**config.mk**
```make
export PLATFORM = sky130hd
export DESIGN_NAME = seq_serial_exec
export DESIGN_NICKNAME = d
export VERILOG_FILES = /design/src/rtl/seq_pkg.sv /design/src/rtl/seq_decode.sv /design/src/rtl/seq_byte_alu.sv /design/src/rtl/seq_len_count.sv /design/src/rtl/seq_serial_exec.sv
export SDC_FILE = /design/constraint.sdc
export NUM_CORES = 1
export LEC_CHECK = 0
export BUFFER_PORTS_ARGS = -buffer_cell sky130_fd_sc_hd__buf_2
export CAP_MARGIN = 10
export CELL_PAD_IN_SITES_DETAIL_PLACEMENT = 1
export CELL_PAD_IN_SITES_GLOBAL_PLACEMENT = 2
export CORE_MARGIN = 2
export CORE_UTILIZATION = 31
export DETAILED_ROUTE_END_ITERATION = 6
export GPL_ROUTABILITY_DRIVEN = 0
export MAX_ROUTING_LAYER = met4
export PLACE_DENSITY_LB_ADDON = 0.1
export SETUP_SLACK_MARGIN = 0.2
export SYNTH_ARGS = -nofsm -noshare
export SYNTH_HDL_FRONTEND = slang
export SYNTH_SLANG_ARGS = --single-unit
```
**constraint.sdc**
```tcl
create_clock -name clk -period 3.85 [get_ports clk]
set_input_delay 0.1925 -clock clk [delete_from_list [all_inputs] [get_ports clk]]
set_output_delay 0.1925 -clock clk [all_outputs]
set_load 0.02 [all_outputs]
```
**src/rtl/seq_pkg.sv**
```systemverilog
package seq_pkg;

  localparam int INS_W = 8;
  localparam int OPC_W = 4;
  localparam int SEL_W = 2;
  localparam logic [SEL_W-1:0] REG_ACC = '0;

  typedef enum logic [OPC_W-1:0] {
    OP_ADD  = 4'h0,
    OP_STO  = 4'h1,
    OP_LOAD = 4'h2,
    OP_XOR  = 4'h3,
    OP_AND  = 4'h4,
    OP_TEST = 4'h5,
    OP_ADDM = 4'h6,
    OP_SUB  = 4'h7,
    OP_CMP  = 4'h8,
    OP_RSV9 = 4'h9,
    OP_CNT  = 4'hA,
    OP_SETL = 4'hB,
    OP_SHL  = 4'hC,
    OP_RSVD = 4'hD,
    OP_RSVE = 4'hE,
    OP_RSVF = 4'hF
  } opcode_e;

  typedef enum logic [2:0] {
    FN_ADD,
    FN_XOR,
    FN_AND,
    FN_PASS_A,
    FN_PASS_B
  } alu_fn_e;

  typedef enum logic [1:0] {
    BS_MEM,
    BS_REG,
    BS_ZERO
  } bsrc_e;

  typedef struct packed {
    logic    run;        // has byte cycles
    logic    is_set;     // length load
    logic    a_mem;      // A operand from memory
    bsrc_e   b_src;
    logic    inv_b;
    logic    cin;        // first-byte carry in
    alu_fn_e fn;
    logic    wr_reg;
    logic    wr_mem;
    logic    upd_flags;
    logic    arith;      // carry flag from adder
    logic    single;     // one byte regardless of length
  } ctrl_t;

endpackage

```
**src/rtl/seq_decode.sv**
```systemverilog
module seq_decode
  import seq_pkg::*;
(
  input  opcode_e op,
  output ctrl_t   ctl
);

  always_comb begin
    ctl           = '0;
    ctl.b_src     = BS_MEM;
    ctl.fn        = FN_ADD;
    unique case (op)
      OP_ADD: begin
        ctl.run = 1'b1; ctl.wr_reg = 1'b1; ctl.upd_flags = 1'b1; ctl.arith = 1'b1;
      end
      OP_STO: begin
        ctl.run = 1'b1; ctl.fn = FN_PASS_A; ctl.wr_mem = 1'b1;
      end
      OP_LOAD: begin
        ctl.run = 1'b1; ctl.fn = FN_PASS_B; ctl.wr_reg = 1'b1; ctl.upd_flags = 1'b1;
      end
      OP_XOR: begin
        ctl.run = 1'b1; ctl.fn = FN_XOR; ctl.wr_reg = 1'b1; ctl.upd_flags = 1'b1;
      end
      OP_AND: begin
        ctl.run = 1'b1; ctl.fn = FN_AND; ctl.wr_reg = 1'b1; ctl.upd_flags = 1'b1;
      end
      OP_TEST: begin
        ctl.run = 1'b1; ctl.fn = FN_AND; ctl.upd_flags = 1'b1;
      end
      OP_ADDM: begin
        ctl.run = 1'b1; ctl.wr_mem = 1'b1; ctl.upd_flags = 1'b1; ctl.arith = 1'b1;
      end
      OP_SUB: begin
        ctl.run = 1'b1; ctl.inv_b = 1'b1; ctl.cin = 1'b1; ctl.wr_reg = 1'b1;
        ctl.upd_flags = 1'b1; ctl.arith = 1'b1;
      end
      OP_CMP: begin
        ctl.run = 1'b1; ctl.inv_b = 1'b1; ctl.cin = 1'b1;
        ctl.upd_flags = 1'b1; ctl.arith = 1'b1;
      end
      OP_CNT: begin
        ctl.run = 1'b1; ctl.a_mem = 1'b1; ctl.b_src = BS_ZERO; ctl.cin = 1'b1;
        ctl.wr_mem = 1'b1; ctl.upd_flags = 1'b1; ctl.arith = 1'b1; ctl.single = 1'b1;
      end
      OP_SETL: begin
        ctl.is_set = 1'b1;
      end
      OP_SHL: begin
        ctl.run = 1'b1; ctl.b_src = BS_REG; ctl.wr_reg = 1'b1;
        ctl.upd_flags = 1'b1; ctl.arith = 1'b1;
      end
      default: begin
        ctl.run = 1'b0;
      end
    endcase
  end

endmodule

```
**src/rtl/seq_byte_alu.sv**
```systemverilog
module seq_byte_alu
  import seq_pkg::*;
#(
  parameter int DATA_W = 8
) (
  input  logic [DATA_W-1:0] a,
  input  logic [DATA_W-1:0] b,
  input  logic              cin,
  input  alu_fn_e           fn,
  output logic [DATA_W-1:0] y,
  output logic              cout,
  output logic              zero
);

  logic [DATA_W:0] sum;

  assign sum = {1'b0, a} + {1'b0, b} + {{DATA_W{1'b0}}, cin};

  always_comb begin
    y    = '0;
    cout = 1'b0;
    unique case (fn)
      FN_ADD: begin
        y    = sum[DATA_W-1:0];
        cout = sum[DATA_W];
      end
      FN_XOR:    y = a ^ b;
      FN_AND:    y = a & b;
      FN_PASS_A: y = a;
      FN_PASS_B: y = b;
      default:   y = '0;
    endcase
  end

  assign zero = (y == '0);

endmodule

```
**src/rtl/seq_len_count.sv**
```systemverilog
module seq_len_count #(
  parameter int MAX_LEN   = 8,
  parameter int FIXED_LEN = 2
) (
  input  logic                       clk,
  input  logic                       rst_n,
  input  logic                       set_len,
  input  logic [$clog2(MAX_LEN)-1:0] set_val,
  input  logic                       start,
  input  logic                       start_acc,
  input  logic                       start_single,
  input  logic                       step,
  output logic                       last
);

  localparam int LEN_W = $clog2(MAX_LEN);
  localparam int CNT_W = $clog2(MAX_LEN + 1);

  logic [LEN_W-1:0] len_q;   // length minus one, sticky
  logic [CNT_W-1:0] cnt_q;   // bytes remaining including current
  logic [CNT_W-1:0] cnt_init;

  always_comb begin
    if (start_single)   cnt_init = CNT_W'(1);
    else if (start_acc) cnt_init = CNT_W'(len_q) + CNT_W'(1);
    else                cnt_init = CNT_W'(FIXED_LEN);
  end

  always_ff @(posedge clk) begin
    if (!rst_n) begin
      len_q <= '0;
      cnt_q <= '0;
    end else begin
      if (set_len) len_q <= set_val;
      if (start)           cnt_q <= cnt_init;
      else if (step && cnt_q != '0) cnt_q <= cnt_q - CNT_W'(1);
    end
  end

  assign last = (cnt_q == CNT_W'(1));

endmodule

```
**src/rtl/seq_serial_exec.sv**
```systemverilog
module seq_serial_exec
  import seq_pkg::*;
#(
  parameter int DATA_W    = 8,
  parameter int MAX_LEN   = 8,
  parameter int FIXED_LEN = 2
) (
  input  logic              clk,
  input  logic              rst_n,
  input  logic              ins_valid,
  output logic              ins_ready,
  input  logic [INS_W-1:0]  ins_byte,
  output logic              busy,
  output logic              done,
  output logic [SEL_W-1:0]  rf_sel,
  input  logic [DATA_W-1:0] rf_rdata,
  output logic [DATA_W-1:0] rf_wdata,
  output logic              rf_we,
  output logic [SEL_W-1:0]  mem_idx,
  input  logic [DATA_W-1:0] mem_rdata,
  output logic [DATA_W-1:0] mem_wdata,
  output logic              mem_we,
  output logic              addr_dec,
  output logic              flag_c,
  output logic              flag_z
);

  localparam int LEN_W = $clog2(MAX_LEN);

  typedef enum logic {ST_IDLE, ST_EXEC} state_e;

  state_e            state_q;
  ctrl_t             ctl_d, ctl_q;
  opcode_e           op_d;
  logic [SEL_W-1:0]  sel_q, idx_q;
  logic              carry_q, zacc_q, done_q, fc_q, fz_q;
  logic              accept, executing, last_byte;
  logic [DATA_W-1:0] opa, b_raw, opb, alu_y;
  logic              alu_c, alu_z;

  assign op_d      = opcode_e'(ins_byte[INS_W-1 -: OPC_W]);
  assign executing = (state_q == ST_EXEC);
  assign ins_ready = (state_q == ST_IDLE);
  assign accept    = ins_valid && ins_ready;

  seq_decode u_dec (
    .op  (op_d),
    .ctl (ctl_d)
  );

  seq_len_count #(
    .MAX_LEN   (MAX_LEN),
    .FIXED_LEN (FIXED_LEN)
  ) u_len (
    .clk          (clk),
    .rst_n        (rst_n),
    .set_len      (accept && ctl_d.is_set),
    .set_val      (ins_byte[LEN_W-1:0]),
    .start        (accept && ctl_d.run),
    .start_acc    (ins_byte[SEL_W-1:0] == REG_ACC),
    .start_single (ctl_d.single),
    .step         (executing),
    .last         (last_byte)
  );

  // operand steering
  assign opa = ctl_q.a_mem ? mem_rdata : rf_rdata;

  always_comb begin
    unique case (ctl_q.b_src)
      BS_MEM:  b_raw = mem_rdata;
      BS_REG:  b_raw = rf_rdata;
      default: b_raw = '0;
    endcase
  end

  assign opb = ctl_q.inv_b ? ~b_raw : b_raw;

  seq_byte_alu #(.DATA_W(DATA_W)) u_alu (
    .a    (opa),
    .b    (opb),
    .cin  (carry_q),
    .fn   (ctl_q.fn),
    .y    (alu_y),
    .cout (alu_c),
    .zero (alu_z)
  );

  always_ff @(posedge clk) begin
    if (!rst_n) begin
      state_q <= ST_IDLE;
      ctl_q   <= '0;
      sel_q   <= '0;
      idx_q   <= '0;
      carry_q <= 1'b0;
      zacc_q  <= 1'b1;
      done_q  <= 1'b0;
      fc_q    <= 1'b0;
      fz_q    <= 1'b0;
    end else begin
      done_q <= 1'b0;
      if (accept) begin
        ctl_q   <= ctl_d;
        sel_q   <= ins_byte[SEL_W-1:0];
        idx_q   <= ins_byte[2*SEL_W-1:SEL_W];
        carry_q <= ctl_d.cin;
        zacc_q  <= 1'b1;
        if (ctl_d.run) state_q <= ST_EXEC;
        else           done_q  <= 1'b1;
      end else if (executing) begin
        carry_q <= alu_c;
        zacc_q  <= zacc_q & alu_z;
        if (last_byte) begin
          state_q <= ST_IDLE;
          done_q  <= 1'b1;
          if (ctl_q.upd_flags) begin
            fz_q <= zacc_q & alu_z;
            fc_q <= ctl_q.arith ? alu_c : 1'b0;
          end
        end
      end
    end
  end

  assign busy      = executing;
  assign done      = done_q;
  assign rf_sel    = sel_q;
  assign mem_idx   = idx_q;
  assign rf_wdata  = alu_y;
  assign mem_wdata = alu_y;
  assign rf_we     = executing && ctl_q.wr_reg;
  assign mem_we    = executing && ctl_q.wr_mem;
  assign addr_dec  = executing;
  assign flag_c    = fc_q;
  assign flag_z    = fz_q;

endmodule

```
==> results.py, run 1 <==
metrics = {
    "clocking": {
        "hold_buffers": 0,
        "htreeDepth": 1,
        "clkLatencyLatePin_ps": 270,
        "clockRootBuffer": "clkbuf_8",
        "cts_tree": "yes",
        "clk_pin_slew_ps": 90,
        "cts_setup_buffers": 0,
        "cts_max_path_buffers": 2,
        "post_cts_resized": 0,
        "clock-sinks": 27,
        "cts_buffers": 3,
    },
    "finish": {
        "final_core_util_pct": 35.9,
        "mostFrequentLayoutCell": "buf_2",
        "layout_common_cells": "54 x buf_2, 29 x nor2_1, 29 x nand2_1, 27 x dfxtp_1, 18 x mux2i_1",
        "n_antenna_cell": 0,
        "area_growth_pct": 11.5,
        "layout.nets": 387,
        "fin_area_um2": 2770,
        "final_layout_size_suffix_gt1_share_pct": 22.5,
    },
    "synthesis": {
        "syn_area_per_cell_um2": 7.96,
        "synth_top_area_share_pct": 21.8,
        "yosysWarnings": 0,
        "netlist_area_um2": 2480,
        "yosys-top-cells-area": "dfxtp_1 22%, mux2i_1 7.3%, ha_1 5.5%",
        "syn_nets": 352,
        "ys_types": 61,
        "ys.flop_type": "dfxtp_1",
        "synth_top_cell_by_area": "dfxtp_1",
        "synth_edf_count": 0,
        "synth.ff_latch_count": 27,
        "synth-async-reset-ratio_pct": 0,
        "netlist_instances": 312,
        "yosysSeqAreaShare_pct": 21.8,
    },
    "worst_setup_path": {
        "crit_required_ps": 3660,
        "arrival_ps": 3240,
        "start_kind": "flip-flop",
        "end_kind": "primary output",
        "path_class": "flip-flop to primary output",
        "cp_max_fo": 4,
        "r2r_slack_ps": 450,
    },
    "grt": {
        "grt_pass1_wl_um": 11700,
        "grt_use_total_pct": 17.2,
        "antenna_found_initial": 0,
        "gr-total-overflow": 0,
        "first_global_vias": 2433,
        "grt_max_degree": 30,
    },
    "timing": {
        "finalCritPeriodShare_pct": 89.2,
        "max_freq_mhz": 291,
        "worst_pin_slew_ps": 922,
        "setup_tns_ps": 0,
        "slew_violations": 0,
        "slew-limit-headroom_pct": 38.1,
        "skew_ps": 3.88,
        "rsz0062_at_grt": "false",
        "hold_viol": 0,
        "period_needed_ps": 3430,
        "whs_ps": 157,
        "setup_viol": 0,
    },
    "floorplanning": {
        "fp-row-count": 32,
        "die_x_um": 93.5,
        "fp.dieArea_um2": 8750,
        "core_um2": 7730,
        "initial_utilization_pct": 32.2,
        "io_pins": 55,
        "chipHeight_um": 93.5,
    },
    "power": {
        "finalPower_mw": 1.00,
        "power.density_nw_per_um2": 361,
        "vdd_ir_drop_max_mv": 0.148,
        "power_leakage_nw": 1.15,
    },
    "outcome": {
        "status": "completed",
    },
    "route": {
        "drt-wirelength-per-cell_um": 15.8,
        "vias": 2329,
        "antenna_left": 0,
        "via_per_inst": 5.20,
        "drt_pass1_iterations": 4,
        "wirelength_um": 7100,
        "drcViolationCount": 0,
        "drtIter0Drc": 63,
    },
    "placed_design": {
        "portBuffers": 54,
        "placed_area_um2": 2730,
        "dpl.hpwl_um": 5600,
    },
    "run": {
        "maxCapViolCount": 0,
    },
    "worst_hold_path": {
        "hold_path_class": "primary input to flip-flop",
    },
}
final cells by class:
class	instances	area, um^2
Clock buffer	4	45.0
Fill cell	997	4960
Inverter	12	45.0
Sequential cell	27	541
Tap cell	102	128
Timing Repair Buffer	58	300
Multi-Input combinational cell	245	1710
registers in the layout, indices dropped and copies added (netlist names):
signal       cells
addr_dec         1
u_len.len_q      3
ctl_q           10
zacc_q           1
flag_c           1
u_len.cnt_q      4
rf_sel           2
flag_z           1
carry_q          1
mem_idx          2
done             1
per-layer routing:
layer	wire, um	part of all wire, %	vias up	track usage, %
li1	-	-	1181	-
met1	3140	44	1102	19.6
met2	3730	53	41	32.7
met3	166	2.3	5	1.05
met4	61	0.86	0	4.23
met5	0	0	-	-
power by group:
part	internal (mW)	switching, mW
clock	0.0742	0.0884
sequential	0.297	0.0194
combinational	0.202	0.320
total	0.573	0.427
worst max-delay path, cell delays in order (launching register included):
cell and delay, ps:
dfxtp_1 460, mux2i_1 210, nor2_1 60, xor2_1 190, fa_1 480, fa_1 440
nand3_1 150, a21oi_1 130, o21a_1 200, nor3_1 310, nand2b_1 170, buf_2 170
through the flow:
stage	instances	setup WS [ps]
finish	448	416
global route	448	277
CTS	448	402
detailed placement	444	528
global placement	444	541
floorplan	312	702
cells by family after synthesis:
family                   after synthesis  share of synthesized area [%]
AO/OA/AOI/OAI                         78                           22.1
flip-flops                            27                           21.8
XOR/XNOR                              10                           3.52
adder cells (fa/ha/maj)               13                           7.15
multiplexers                          28                           12.4
AND/OR/NAND/NOR                      116                           23.8
buffers and inverters                 40                           9.32
synthesized netlist by cell type, drive strengths merged, types with 2 or more instances:
cell type	instances
a211oi	6
a21boi	12
a21o	5
a21oi	12
a221o	2
a221oi	3
a31oi	2
a32oi	3
and2	3
and2b	2
and3	3
buf	16
clkbuf	12
dfxtp	27
fa	2
ha	11
inv	12
mux2	9
mux2i	18
nand2	29
nand2b	4
nand3	13
nand4	5
nor2	29
nor2b	11
nor3	7
o211ai	2
o21a	4
o21ai	15
o2bb2ai	2
o31ai	2
or3	4
xnor2	3
xor2	7
path summary, 6_finish.rpt:
path	startpoint	end	depth (start not counted)
setup / recovery	ctl_q[10]	mem_wdata[6]	11
hold / removal	ins_byte[3]	mem_idx[1]	3
setup reg to reg	ctl_q[10]	zacc_q	11
hold reg to reg	flag_c	flag_c	2
Note: power is estimated with default switching activity, not from simulation.
==> run 2: changes to the inputs <==
- CTS_BUF_LIST: unset -> sky130_fd_sc_hd__clkbuf_16
==> run 2 against run 1 <==
  * Combinational power about the same
  * Non-clock buffer count unchanged
  * Flip-flop and latch count unchanged
  * Total power increased by 7.1%
  * Sequential share of layout area decreased by 0.23 points
  * Wire length decreased by 0.21%
  * Clock skew about the same
  * Register-to-register slack about the same
  * Clock power increased by 43%
  * Sequential power about the same
==> results.py, run 2 (same netlist as run 1, synthesis figures left out) <==
metrics = {
    "outcome": {
        "status": "completed",
    },
    "finish": {
        "layout.nets": 387,
        "layout_common_cells": "54 x buf_2, 29 x nor2_1, 29 x nand2_1, 27 x dfxtp_1, 18 x mux2i_1",
        "mostFrequentLayoutCell": "buf_2",
        "fin_area_um2": 2810,
        "fillCellCount": 991,
        "area_growth_pct": 12.9,
        "finalNonFillerCells": 448,
        "final_layout_size_suffix_gt1_share_pct": 22.5,
        "regMostFlops": "ctl_q",
        "final_core_util_pct": 36.3,
        "n_antenna_cell": 0,
        "largest_reg_flops": 10,
        "largest_registers": "ctl_q: 10 flops, u_len.cnt_q: 4 flops, u_len.len_q: 3 flops",
    },
    "clocking": {
        "htreeDepth": 1,
        "hold_buffers": 0,
        "clockRootBuffer": "clkbuf_16",
        "cts_buffers": 3,
        "clk_pin_slew_ps": 70,
        "clock-sinks": 27,
        "cts_max_path_buffers": 2,
        "cts_setup_buffers": 0,
        "cts_tree": "yes",
        "post_cts_resized": 0,
        "clkLatencyLatePin_ps": 260,
    },
    "grt": {
        "grt_use_total_pct": 17.0,
        "antenna_found_initial": 0,
        "gr-total-overflow": 0,
        "grt_max_degree": 30,
        "first_global_vias": 2432,
        "grt_pass1_wl_um": 11700,
    },
    "timing": {
        "period_needed_ps": 3420,
        "skew_ps": 3.49,
        "whs_ps": 175,
        "slew_violations": 0,
        "setup_viol": 0,
        "rsz0062_at_grt": "false",
        "max_freq_mhz": 293,
        "hold_viol": 0,
        "final.setup.worst_slack_ps": 435,
        "worst_pin_slew_ps": 920,
        "setup_tns_ps": 0,
        "finalCritPeriodShare_pct": 88.7,
        "slew-limit-headroom_pct": 38.2,
    },
    "floorplanning": {
        "fp-row-count": 32,
        "die_x_um": 93.5,
        "chipHeight_um": 93.5,
        "core_um2": 7730,
        "fp.dieArea_um2": 8750,
        "io_pins": 55,
        "initial_utilization_pct": 32.2,
    },
    "route": {
        "antenna_left": 0,
        "vias": 2320,
        "via_per_inst": 5.18,
        "wirelength_um": 7080,
        "drt_pass1_iterations": 4,
        "drcViolationCount": 0,
        "drt-wirelength-per-cell_um": 15.8,
        "drtIter0Drc": 60,
    },
    "power": {
        "finalPower_mw": 1.07,
        "power_leakage_nw": 1.17,
        "vdd_ir_drop_max_mv": 0.170,
        "power.density_nw_per_um2": 382,
    },
    "worst_setup_path": {
        "end_kind": "primary output",
        "arrival_ps": 3220,
        "crit_slowest_cell": "fa_1",
        "start_kind": "flip-flop",
        "cp_common_cell": "fa_1",
        "crit_required_ps": 3660,
        "path_class": "flip-flop to primary output",
        "cp_max_fo": 4,
        "path_cells": "mux2i_1 > nor2_1 > xor2_1 > fa_1 > fa_1 > nand3_1 > a21oi_1 > o21a_1 > nor3_1 > nand2b_1 > buf_2",
        "max_stage_delay_ps": 480,
    },
    "placed_design": {
        "dpl.hpwl_um": 5600,
        "portBuffers": 54,
        "placed_area_um2": 2730,
        "pre_cts_slack_ps": 528,
        "dp_cells": 444,
    },
    "worst_hold_path": {
        "hold_path_class": "primary input to flip-flop",
    },
    "run": {
        "maxCapViolCount": 0,
    },
}
## run 2: cell count changes in the layout (fill, tap and decap cells not counted), sizes merged
cell    previous run  this run
inv               12        13
clkbuf             4         3
## run 2: final timing paths
path	startpoint	to	slack (ps)	depth (start not counted)
worst max-delay path	ctl_q[10]	mem_wdata[6]	430	11
worst max register to register	ctl_q[10]	zacc_q	450	11
worst min-delay path	ins_byte[3]	mem_idx[1]	180	3
worst min register to register	flag_c	flag_c	460	2
## run 2: cell type report
cell class                 count  area (um^2)  share of cell area, %
sequential                    27          541                   19.3
multi-input combinational    245         1710                   61.1
tap                          102          128                   4.55
inverter                      12         45.0                   1.61
clock buffer                   3         75.1                   2.68
clock inverter                 1         3.75                  0.134
timing repair buffer          58          300                   10.7
## run 2: per-layer routing
layer,GRT usage (%),vias up,routed length [um]
li1,-,1180,-
met1,19.7,1098,3130
met2,32.5,40,3750
met3,1.05,2,170
met4,3.50,0,33
met5,-,-,0
## run 2: critical path, delay by kind of cell (launching register included)
family	cells	cell delay (ps)
flops	1	450
mux	1	210
compound gates	2	330
buf+inv	1	170
simple gates	4	690
fa+ha+maj	2	920
xor+xnor	1	190
## run 2: report_power, final
group	total (mW)	internal, mW	switching (mW)
clock	0.233	0.139	0.0942
sequential	0.317	0.297	0.0195
combinational	0.521	0.202	0.320
total	1.07	0.638	0.433
==> run 3: changes to the inputs <==
- CORE_UTILIZATION: 31 -> 32
- CTS_CLUSTER_SIZE: unset -> 14
- SYNTH_HIERARCHICAL: unset -> 1
==> run 3 against run 2 <==
  * Non-clock buffer count is 3 higher
  * Hold slack better by 5.5 ps
  * Core utilization is 1.4 points higher
  * Clock-buffer cell count stayed put
  * Total power is 2.4% higher
  * Wire length is 5.5% higher
  * Critical path depth stayed put
  * Synthesized cell count is 7.1% higher
  * Fmax is 1.0% lower
  * Sequential power is 3% higher
  * Die area is 2.8% higher
  * Largest power group unchanged
==> results.py, run 3 <==
metrics = {
    "worst_hold_path": {
        "hp-start": "ins_byte[3]",
        "hold_path_class": "primary input to flip-flop",
    },
    "synthesis": {
        "synth_top_area_share_pct": 21.2,
        "synth_edf_count": 0,
        "syn_nets": 374,
        "synth_common_cells": "52 x nand2_1, 34 x nor2_1, 28 x dfxtp_1, 20 x mux2i_1, 19 x buf_4",
        "netlist_area_um2": 2640,
        "ys.flop_type": "dfxtp_1",
        "ys_types": 60,
        "synth.ff_latch_count": 28,
        "yosys-top-cells-area": "dfxtp_1 21%, mux2i_1 7.6%, nand2_1 7.4%",
        "synth_top_cell_by_area": "dfxtp_1",
        "syn_area_per_cell_um2": 7.91,
        "yosysWarnings": 6,
        "netlist_instances": 334,
        "synth-async-reset-ratio_pct": 0,
        "yosysSeqAreaShare_pct": 21.2,
        "yosys.cell_count.top_type": "nand2_1",
    },
    "floorplanning": {
        "fp-row-count": 33,
        "io_pins": 55,
        "chipHeight_um": 94.9,
        "fp.dieArea_um2": 9000,
        "die_x_um": 94.9,
        "core_um2": 8090,
        "initial_utilization_pct": 32.6,
    },
    "timing": {
        "slew-limit-headroom_pct": 50.8,
        "worst_pin_slew_ps": 737,
        "rsz0062_at_grt": "false",
        "whs_ps": 181,
        "hold_viol": 0,
        "setup_tns_ps": 0,
        "finalCritPeriodShare_pct": 89.6,
        "period_needed_ps": 3450,
        "slew_violations": 0,
        "setup_viol": 0,
        "skew_ps": 7.36,
        "max_freq_mhz": 290,
    },
    "worst_setup_path": {
        "crit_slowest_cell": "o21ai_0",
        "path_class": "flip-flop to primary output",
        "reg2reg_to": "flag_z",
        "r2r-start": "ctl_q[10]",
        "crit_required_ps": 3660,
        "arrival_ps": 3260,
        "r2r_slack_ps": 410,
        "startpoint": "ctl_q[10]",
        "path_cells": "mux2i_1 > nor2_2 > xor2_2 > fa_2 > buf_4 > a211oi_1 > o21bai_1 > a21oi_1 > xor2_1 > o21ai_0 > buf_2",
        "endpoint": "rf_wdata[5]",
        "max_stage_delay_ps": 470,
        "start_kind": "flip-flop",
        "end_kind": "primary output",
        "reg2regPathDepth": 14,
        "cp_max_fo": 4,
        "cp.depth": 11,
        "cpLargestDelayFamily": "compound AO/OA/AOI/OAI gates",
        "critPathBufInv": 2,
    },
    "route": {
        "antenna_left": 0,
        "vias": 2426,
        "drt_pass1_iterations": 4,
        "drcViolationCount": 0,
        "via_per_inst": 5.11,
        "wirelength_um": 7470,
        "drt-wirelength-per-cell_um": 15.7,
        "drtIter0Drc": 24,
    },
    "placed_design": {
        "dpl.hpwl_um": 5770,
        "placed_area_um2": 2870,
        "portBuffers": 54,
    },
    "finish": {
        "layout.nets": 411,
        "final_core_util_pct": 37.7,
        "area_growth_pct": 15.6,
        "regMostFlops": "ctl_q",
        "mostFrequentLayoutCell": "buf_2",
        "multi_input_area_um2": 1890,
        "largest_reg_flops": 11,
        "largest_registers": "ctl_q: 11 flops, u_len/cnt_q: 4 flops, u_len/len_q: 3 flops",
        "seq_area_um2": 562,
        "final_layout_size_suffix_gt1_share_pct": 28.6,
        "fillCellCount": 1053,
        "n_antenna_cell": 0,
        "layout_common_cells": "54 x buf_2, 52 x nand2_1, 33 x nor2_1, 27 x dfxtp_1, 20 x mux2i_1",
        "fin_area_um2": 3050,
    },
    "clocking": {
        "cts_max_path_buffers": 2,
        "clk_pin_slew_ps": 70,
        "htreeDepth": 1,
        "clkLatencyLatePin_ps": 270,
        "cts_tree": "yes",
        "cts_buffers": 3,
        "hold_buffers": 0,
        "clockRootBuffer": "clkbuf_16",
        "clock-sinks": 28,
    },
    "grt": {
        "grt_use_total_pct": 18.2,
        "grt_max_degree": 28,
        "antenna_found_initial": 0,
        "grt_pass1_wl_um": 12700,
        "gr-total-overflow": 0,
        "first_global_vias": 2575,
    },
    "run": {
        "maxCapViolCount": 0,
    },
    "power": {
        "power.density_nw_per_um2": 359,
        "power_leakage_nw": 1.30,
        "finalPower_mw": 1.10,
        "vdd_ir_drop_max_mv": 0.161,
    },
    "outcome": {
        "status": "completed",
    },
}
## run 3: cell count changes after synthesis, sizes merged, moves of 6 or more
cell    previous run  this run
clkbuf            12         3
nor2              29        35
buf               16        26
nand2b             4        10
nor2b             11         5
nand2             29        52
a21boi            12        18
o22ai              0         6
## run 3: worst register-to-register path: stages, from the launching register on
cell      delay (ps)
dfxtp_2          340
mux2i_1          210
nor2_2            80
xor2_2           250
fa_2             270
inv_1             60
fa_2             340
nand2b_4         170
a211oi_4         270
o21a_1           160
nand3_1          110
or4b_4           570
nor4bb_4         310
nand3_1          110
a21boi_1         130
## run 3: final cells by class
| class | instances | share of cell area (%) |
|---|---|---|
| Multi-Input combinational cell | 267 | 61.9 |
| Inverter | 10 | 1.31 |
| Clock inverter | 1 | 0.983 |
| Sequential cell | 28 | 18.4 |
| Timing Repair Buffer | 61 | 10.7 |
| Tap cell | 105 | 4.30 |
| Clock buffer | 3 | 2.46 |
## run 3: worst min-delay path by stage
stage / endpoint / slack, ps / depth (start not counted)
2_1_floorplan: u_len/cnt_q[2] / 330 / 1
3_3_place_gp: mem_idx[0] / 440 / 2
3_5_place_dp: mem_idx[0] / 450 / 2
4_1_cts: mem_idx[1] / 180 / 3
5_1_grt: mem_idx[0] / 210 / 3
6_report: mem_idx[1] / 180 / 3
## run 3: what timing repair did
item / 4_1_cts / 5_1_grt
buffers inserted: 0 / 1
resized for setup: 2 / 14
endpoints found under the hold margin: 0 / 0
endpoints found under the setup margin: 1 / 2
pin swaps: 0 / 10
## run 3: cells by family after synthesis
group | count (synthesis) | synth area share, %
AO/OA/AOI/OAI | 72 | 20.4
XOR/XNOR | 14 | 4.64
adder cells (fa/ha/maj) | 13 | 6.73
buffers and inverters | 39 | 9.85
flip-flops | 28 | 21.2
multiplexers | 29 | 11.4
AND/OR/NAND/NOR | 139 | 25.8
## run 3: stage by stage
stage | worst slack, ps | cells
floorplan | 291 | 334
global placement | 229 | 470
detailed placement | 102 | 470
CTS | 225 | 474
global route | 174 | 475
finish | 400 | 475
## run 3: routing by layer
metal / share of wire (%) / global-route usage (%) / vias to the layer above
met5: 0 / - / -
met4: 0.45 / 3.26 / 0
met3: 1.9 / 1.20 / 2
met2: 53 / 33.7 / 30
met1: 45 / 21.8 / 1166
li1: - / - / 1228
## run 3: power breakdown
| part | leakage [nW] | internal [mW] | switching, mW |
|---|---|---|---|
| Combinational | 1.02 | 0.182 | 0.275 |
| Sequential | 0.229 | 0.306 | 0.0203 |
| Clock | 0.0511 | 0.207 | 0.106 |
| Total | 1.30 | 0.695 | 0.401 |
